==> config.mk <==
export PLATFORM = sky130hd
export DESIGN_NAME = edgeCaptureUnit
export DESIGN_NICKNAME = d
export VERILOG_FILES = /design/src/rtl/edgeCapturePkg.sv /design/src/rtl/pinSync.sv /design/src/rtl/edgeCtrl.sv /design/src/rtl/captureDatapath.sv /design/src/rtl/edgeCaptureUnit.sv
export SDC_FILE = /design/constraint.sdc
export NUM_CORES = 1
export LEC_CHECK = 0
export BUFFER_PORTS_ARGS = -buffer_cell sky130_fd_sc_hd__clkbuf_2
export CAP_MARGIN = 20
export CORE_MARGIN = 1
export CORE_UTILIZATION = 30
export CTS_BUF_LIST = sky130_fd_sc_hd__clkbuf_8
export DETAILED_ROUTE_END_ITERATION = 10
export GPL_TIMING_DRIVEN = 0
export SYNTH_ARGS = -nofsm -noshare
export SYNTH_HDL_FRONTEND = slang
export SYNTH_HIERARCHICAL = 1
export SYNTH_SLANG_ARGS = --single-unit
==> constraint.sdc <==
create_clock -name clk -period 2.9 [get_ports clk]
set_clock_uncertainty 0.05 [all_clocks]
set_input_delay 0 -clock clk [delete_from_list [all_inputs] [get_ports clk]]
set_output_delay 0 -clock clk [all_outputs]
set_load 0.02 [all_outputs]
==> src/rtl/edgeCapturePkg.sv <==
package edgeCapturePkg;

  typedef enum logic [1:0] {
    MODE_FALL = 2'd0,
    MODE_RISE = 2'd1,
    MODE_BOTH = 2'd2
  } edgeMode_t;

  typedef struct packed {
    logic loadCap;
    logic setFlag;
    logic clrFlag;
  } capStrobes_t;

  function automatic edgeMode_t decodeMode(input logic selA, input logic selB);
    if (selA != selB) return MODE_BOTH;
    else if (selA)    return MODE_RISE;
    else              return MODE_FALL;
  endfunction

endpackage

==> src/rtl/pinSync.sv <==
module pinSync #(
  parameter int  STAGES    = 2,
  parameter logic RESET_LVL = 1'b0
) (
  input  logic clk,
  input  logic rstN,
  input  logic asyncIn,
  output logic syncOut
);
  localparam int LAST = STAGES - 1;

  logic [STAGES-1:0] stageQ;

  genvar i;
  generate
    for (i = 0; i < STAGES; i++) begin : g_stage
      if (i == 0) begin : g_first
        always_ff @(posedge clk or negedge rstN) begin
          if (!rstN) stageQ[i] <= RESET_LVL;
          else       stageQ[i] <= asyncIn;
        end
      end else begin : g_next
        always_ff @(posedge clk or negedge rstN) begin
          if (!rstN) stageQ[i] <= RESET_LVL;
          else       stageQ[i] <= stageQ[i-1];
        end
      end
    end
  endgenerate

  assign syncOut = stageQ[LAST];
endmodule

==> src/rtl/edgeCtrl.sv <==
module edgeCtrl
  import edgeCapturePkg::*;
#(
  parameter logic RESET_LVL = 1'b0
) (
  input  logic        clk,
  input  logic        rstN,
  input  logic        syncLvl,
  input  logic        selA,
  input  logic        selB,
  input  logic        flagClr,
  output capStrobes_t strobes
);
  logic      prevLvl;
  logic      riseSeen;
  logic      fallSeen;
  logic      capHit;
  edgeMode_t curMode;

  always_ff @(posedge clk or negedge rstN) begin
    if (!rstN) prevLvl <= RESET_LVL;
    else       prevLvl <= syncLvl;
  end

  assign riseSeen = syncLvl & ~prevLvl;
  assign fallSeen = ~syncLvl & prevLvl;
  assign curMode  = decodeMode(selA, selB);

  always_comb begin
    unique case (curMode)
      MODE_RISE: capHit = riseSeen;
      MODE_FALL: capHit = fallSeen;
      MODE_BOTH: capHit = riseSeen | fallSeen;
      default:   capHit = 1'b0;
    endcase
  end

  always_comb begin
    strobes.loadCap = capHit;
    strobes.setFlag = capHit;
    strobes.clrFlag = flagClr & ~capHit;
  end
endmodule

==> src/rtl/captureDatapath.sv <==
module captureDatapath
  import edgeCapturePkg::*;
#(
  parameter int CNT_W = 16
) (
  input  logic             clk,
  input  logic             rstN,
  input  logic [CNT_W-1:0] countVal,
  input  capStrobes_t      strobes,
  output logic [CNT_W-1:0] capValue,
  output logic             capFlag
);
  always_ff @(posedge clk or negedge rstN) begin
    if (!rstN)                capValue <= '0;
    else if (strobes.loadCap) capValue <= countVal;
  end

  always_ff @(posedge clk or negedge rstN) begin
    if (!rstN)                capFlag <= 1'b0;
    else if (strobes.setFlag) capFlag <= 1'b1;
    else if (strobes.clrFlag) capFlag <= 1'b0;
  end
endmodule

==> src/rtl/edgeCaptureUnit.sv <==
module edgeCaptureUnit
  import edgeCapturePkg::*;
#(
  parameter int   CNT_W       = 16,
  parameter int   SYNC_STAGES = 2,
  parameter logic IDLE_LVL    = 1'b0
) (
  input  logic             clk,
  input  logic             rstN,
  input  logic             capPin,
  input  logic [CNT_W-1:0] countVal,
  input  logic             selA,
  input  logic             selB,
  input  logic             flagClr,
  output logic [CNT_W-1:0] capValue,
  output logic             capFlag
);
  logic        syncLvl;
  capStrobes_t strobes;

  pinSync #(.STAGES(SYNC_STAGES), .RESET_LVL(IDLE_LVL)) u_sync (
    .clk(clk), .rstN(rstN), .asyncIn(capPin), .syncOut(syncLvl)
  );

  edgeCtrl #(.RESET_LVL(IDLE_LVL)) u_ctrl (
    .clk(clk), .rstN(rstN), .syncLvl(syncLvl), .selA(selA), .selB(selB),
    .flagClr(flagClr), .strobes(strobes)
  );

  captureDatapath #(.CNT_W(CNT_W)) u_dp (
    .clk(clk), .rstN(rstN), .countVal(countVal), .strobes(strobes),
    .capValue(capValue), .capFlag(capFlag)
  );
endmodule

==> results of run 1 <==
==> path summary, 6_finish.rpt <==
kind | endpoint | slack, ps | depth (start not counted)
max | u_dp/capValue[7] | 960 | 8
min | u_dp/capFlag | 160 | 5
max reg2reg | u_dp/capValue[7] | 960 | 8
min reg2reg | u_sync/syncOut | 300 | 0
max in group asynchronous | u_ctrl/prevLvl | 2300 | 2
min in group asynchronous | u_dp/capValue[11] | 180 | 2
==> routing by layer <==
metal | share of wire, % | GRT usage (%) | vias up
li1 | - | - | 299
met1 | 40 | 12.24 | 299
met2 | 54 | 20.41 | 23
met3 | 4.8 | 1.613 | 2
met4 | 0.82 | 5.226 | 0
met5 | 0 | 0 | -
==> where the power goes <==
group	switching (mW)	internal, mW
Clock	0.0818	0.120
Sequential	0.0316	0.335
Combinational	0.136	0.148
Total	0.249	0.604
==> through the flow <==
| stage | hold WS, ps | cells |
|---|---|---|
| floorplan | -345.6 | 54 |
| global placement | -69.67 | 123 |
| detailed placement | -67.57 | 123 |
| CTS | 154.9 | 145 |
| global route | 165.4 | 145 |
| finish | 156.0 | 145 |
==> synthesized netlist by cell type <==
master	number
nor2b_4	1
a211oi_2	1
buf_4	2
mux2_4	10
a21o_1	1
inv_1	5
a221o_1	1
dfrtp_1	20
buf_6	1
a21bo_2	1
buf_12	1
mux2_2	6
ha_1	4
==> cell families after synthesis <==
logic type               count (synthesis)  synth area share [%]
multiplexers                            16                 24.54
flip-flops                              20                 56.42
AND/OR/NAND/NOR                          1                 1.551
buffers and inverters                    9                 7.334
AO/OA/AOI/OAI                            4                 4.514
adder cells (fa/ha/maj)                  4                 5.642
==> area by class of cell <==
| type | instances | area (um^2) | area share, % |
|---|---|---|---|
| flip-flops and latches | 20 | 500.5 | 37.04 |
| clock buffers | 4 | 55.05 | 4.074 |
| well taps | 31 | 38.79 | 2.870 |
| repair buffers | 56 | 370.4 | 27.41 |
| inverters | 5 | 18.77 | 1.389 |
| plain buffers | 4 | 46.29 | 3.426 |
| multi-input cells | 25 | 321.6 | 23.80 |
==> registers in the layout, summed over array words and instances (netlist names) <==
signal	count
u_ctrl/prevLvl	1
u_sync/stageQ	1
u_sync/syncOut	1
u_dp/capValue	16
u_dp/capFlag	1
==> tightest hold or removal path, cell delays in order <==
cell and delay, ps:
clkbuf_2 80, a21bo_2 180, a211oi_2 30, inv_1 40, a21o_1 100
==> repair_timing <==
| action | CTS | global route |
|---|---|---|
| resized for setup | 0 | 0 |
| hold buffers | 18 | 0 |
| endpoints found under the hold margin | 37 | 0 |
==> flow_summary_export.csv, run 1 <==
group,metric,value,unit
cts,cts_buffers,3,
detailed_routing,via_per_inst,4.297,
detailed_routing,dr.pass1.iters,2,
sta,fin_crit_sh,66.75,%
worst_setup_path,path_cells,"inv_1 -> ha_1 -> nor2b_4 -> a221o_1 -> buf_4 -> buf_6 -> buf_12 -> mux2_4",
power,power.leakage,0.7007,nW
floorplanning,die_y,56.38,um
floorplanning,die_area,3179,um^2
floorplanning,rows,19,
cells_and_area,drive_gt1_share,57.02,%
synth,synth.distinct_cells,13,
cts,cts_setup_buffers,0,
synth,syn_area,887.1,um^2
cells_and_area,stdcell_area,1351,um^2
cts,clk_path_buf_depth,2,
synth,ys_seq_elements,20,
sta,rsz0062_at_grt,"no",
floorplanning,ios,39,
global_routing,grt.total_usage,11.01,%
detailed_routing,final_antenna_net_count,0,
cts,clock_tree.root_cell,"clkbuf_8",
power,report.power.total,0.8531,mW
placement,place_area,1116,um^2
worst_setup_path,startpoint,"u_sync/syncOut",
cts,clk_pin_slew_worst_paths,70,ps
global_routing,grt_max_degree,21,
power,peakVddDrop,0.4395,mV
global_routing,grt-ovfl-total,0,
cts,clkLatencyLatePin,250,ps
sta,min_period,1936,ps
detailed_routing,vias,623,
synth,yosys.area.top_type_share,56.42,%
placement,portBuffers,38,
cells_and_area,syn_to_final_growth,52.33,%
detailed_routing,wl_per_cell,10.95,um
worst_setup_path,arrival,2020,ps
floorplanning,die_w,56.38,um
sta,finalSetupViolations,0,
cells_and_area,finalNetCount,141,
job,drv_cap,0,
floorplanning,start_util,31.89,%
worst_setup_path,cpPeakStageDelay,370,ps
hold_path,hold_start,"flagClr",
run_status,outcome,"complete, no violations",
cts,htreeDepth,1,
placement,place_ws,955.4,ps
cts,tritoncts,"yes",
cells_and_area,fillCellCount,251,
detailed_routing,wl,1.588,mm
worst_setup_path,start_kind,"flop",
sta,worst_slew_pin_slew,473.5,ps
detailed_routing,post-route-drc-count,0,
sta,slew_viol_final,0,
floorplanning,fp.coreArea,2781,um^2
synth,synth.avg_cell_area,16.43,um^2
cts,cts.sinks,20,
cells_and_area,layout_commonest_cell,"clkbuf_2",
cells_and_area,final_cell_mix,"38 x clkbuf_2, 20 x dfrtp_1, 18 x dlygate4sd3_1",
worst_setup_path,crit_fanout,10,
synth,syn_inst,54,
global_routing,grt_pass1_vias,629,
global_routing,grt_pass1_wl,2.704,mm
cells_and_area,utilization,48.58,%
sta,totalNegativeSetupSlack,0,ps
synth,synth_nets,80,
worst_setup_path,worst_ep_required_time,2980,ps
sta,fmax,516.6,MHz
synth,ys_seq_area_share,56.42,%
worst_setup_path,critPathCaptureType,"flop",
sta,worst_slack,964.1,ps
sta,hold_viol,0,
synth,yosysWarnings,6,
synth,synthTopCellsByArea,"dfrtp_1 56%, mux2_4 17%, mux2_2 7.6%",
worst_setup_path,crit_type,"reg2reg",
detailed_routing,drt_iter0_markers,1,
sta,relSlewSlack,68.43,%
placement,hpwl,1.103,mm
global_routing,antenna_found_initial,0,
synth,yosys.area.top_type,"dfrtp_1",
placement,gp_congestion,0.6867,
worst_setup_path,path_buf_inv,4,
worst_setup_path,r2r_start,"u_sync/syncOut",
cells_and_area,n_antenna_cell,0,
hold_path,min_path_type,"in2reg",
power,power_density,631.3,nW/um^2
worst_setup_path,crit_family,"buffers and inverters",
worst_setup_path,cp_slowest_cell,"dfrtp_1",
Note: power is estimated with default switching activity, not from simulation.
==> inputs of run 2 (changes only) <==
Clock period 2.9 ns to 1.98 ns, I/O delays scaled along.
==> run 2 against run 1 <==
Against the previous run:
- core utilization up 0.45 points
- critical path depth is the same
- die area stayed put
- combinational power up 48%
- flip-flop and latch count did not move
- clock-buffer cell count is the same
- critical path type unchanged
==> flow_summary_export.csv, run 2 (synthesis gave the netlist of run 1 again) <==
group,metric,value,unit
run_status,outcome,"complete, no violations",
floorplanning,die_w,56.38,um
detailed_routing,via_per_inst,4.303,
placement,place_area,1116,um^2
sta,finalSetupViolations,0,
cells_and_area,n_antenna_cell,0,
floorplanning,die_area,3179,um^2
cts,clock_tree.root_cell,"clkbuf_8",
sta,whs,155.9,ps
cts,tritoncts,"yes",
detailed_routing,vias,624,
floorplanning,ios,39,
worst_setup_path,worst_ep_required_time,2060,ps
cts,cts_setup_buffers,0,
global_routing,use_met1,12.24,%
cts,cts.sinks,20,
global_routing,grt_pass1_vias,629,
floorplanning,fp.coreArea,2781,um^2
floorplanning,start_util,31.89,%
global_routing,grt.total_usage,11.01,%
placement,gp_congestion,0.6867,
worst_setup_path,start_kind,"flop",
sta,fmax,524.1,MHz
floorplanning,rows,19,
cts,clk_pin_slew_worst_paths,70,ps
power,peakVddDrop,0.6438,mV
power,power_density,918.4,nW/um^2
worst_setup_path,critPathCaptureType,"flop",
cells_and_area,syn_to_final_growth,53.74,%
sta,worst_slew_pin_slew,473.5,ps
placement,portBuffers,38,
worst_setup_path,path_cells,"inv_1 -> ha_4 -> nor2b_4 -> a221o_1 -> buf_4 -> buf_6 -> buf_12 -> mux2_4",
detailed_routing,final_antenna_net_count,0,
cells_and_area,drive_gt1_share,57.89,%
detailed_routing,dr.pass1.iters,2,
worst_setup_path,arrival,1990,ps
sta,hold_viol,0,
cells_and_area,largest_reg_flops,16,
detailed_routing,wl_per_cell,11.03,um
placement,hpwl,1.103,mm
sta,fin_crit_sh,96.36,%
global_routing,grt_max_degree,21,
sta,min_period,1908,ps
floorplanning,die_y,56.38,um
global_routing,gr-usage-met3,1.613,%
global_routing,grt.busiest_layer,"met2",
detailed_routing,drt_iter0_markers,1,
detailed_routing,wl,1.599,mm
cts,cts_buffers,3,
worst_setup_path,crit_type,"reg2reg",
cells_and_area,final_cell_mix,"38 x clkbuf_2, 20 x dfrtp_1, 18 x dlygate4sd3_1",
worst_setup_path,crit_fanout,10,
global_routing,antenna_found_initial,0,
cells_and_area,regMostFlops,"u_dp/capValue",
global_routing,grt_pass1_wl,2.704,mm
sta,slew_viol_final,0,
cells_and_area,stdcell_area,1364,um^2
cells_and_area,final_cells,145,
cts,clkLatencyLatePin,250,ps
worst_setup_path,cpPeakStageDelay,370,ps
cts,htreeDepth,1,
placement,place_ws,35.39,ps
power,power.leakage,0.7007,nW
placement,dpl.cell_count,123,
cts,clk_path_buf_depth,2,
sta,worst_slack,72.02,ps
sta,relSlewSlack,68.43,%
hold_path,min_path_type,"in2reg",
cells_and_area,layout_commonest_cell,"clkbuf_2",
worst_setup_path,cp_slowest_cell,"dfrtp_1",
global_routing,grt_use_met2,20.41,%
job,drv_cap,0,
global_routing,grt-ovfl-total,0,
cells_and_area,finalNetCount,141,
detailed_routing,post-route-drc-count,0,
## run 2: what timing repair did
item | in CTS | in global routing
hold endpoints to repair | 37 | 0
endpoints found under the setup margin | 0 | 10
hold buffers | 18 | 0
gates resized for setup | 0 | 1
## run 2: area by class of cell
type / count / area [um^2]
Buffer: 4 / 46.29
Clock buffer: 4 / 55.05
Fill cell: 252 / 1418
Inverter: 5 / 18.77
Multi-Input combinational cell: 25 / 334.1
Sequential cell: 20 / 500.5
Tap cell: 31 / 38.79
Timing Repair Buffer: 56 / 370.4
## run 2: path summary, 6_finish.rpt
path / cells past startpoint / end / from / slack [ps]
hold reg to reg: 0 / u_sync/syncOut / u_sync/stageQ[0] / 300
setup reg to reg: 8 / u_dp/capValue[7] / u_sync/syncOut / 70
max in group asynchronous: 2 / u_ctrl/prevLvl / rstN / 1380
min in group asynchronous: 2 / u_dp/capValue[11] / rstN / 180
hold / removal: 5 / u_dp/capFlag / flagClr / 160
setup / recovery: 8 / u_dp/capValue[7] / u_sync/syncOut / 70
## run 2: stage by stage
stage	setup TNS, ps	total power [mW]	utilization, %
final	0	1.252	49.03
after global routing	-15.38	1.316	49.03
after CTS	0	1.261	48.58
after detailed placement	0	0.9346	40.13
after global placement	0	0.9249	40.13
after floorplan	0	0.8042	-
## run 2: report_power, final
group          switching, mW  internal (mW)  total (mW)
registers             0.0468          0.491       0.538
clock network          0.120          0.176       0.296
logic                  0.200          0.219       0.419
## run 2: per-layer routing
metal / routed length (um) / share of wire (%)
met1: 641 / 40
met4: 13 / 0.81
met2: 868 / 54
met3: 76 / 4.8
met5: 0 / 0
## run 2: worst max-delay path, delay by kind of cell, from the launching register on
family | cells | cell delay, ps
AOI/OAI and AO/OA | 1 | 280
adders and majority gates | 1 | 270
buffers and inverters | 4 | 500
DFF | 1 | 370
muxes | 1 | 290
and+or+nand+nor | 1 | 40
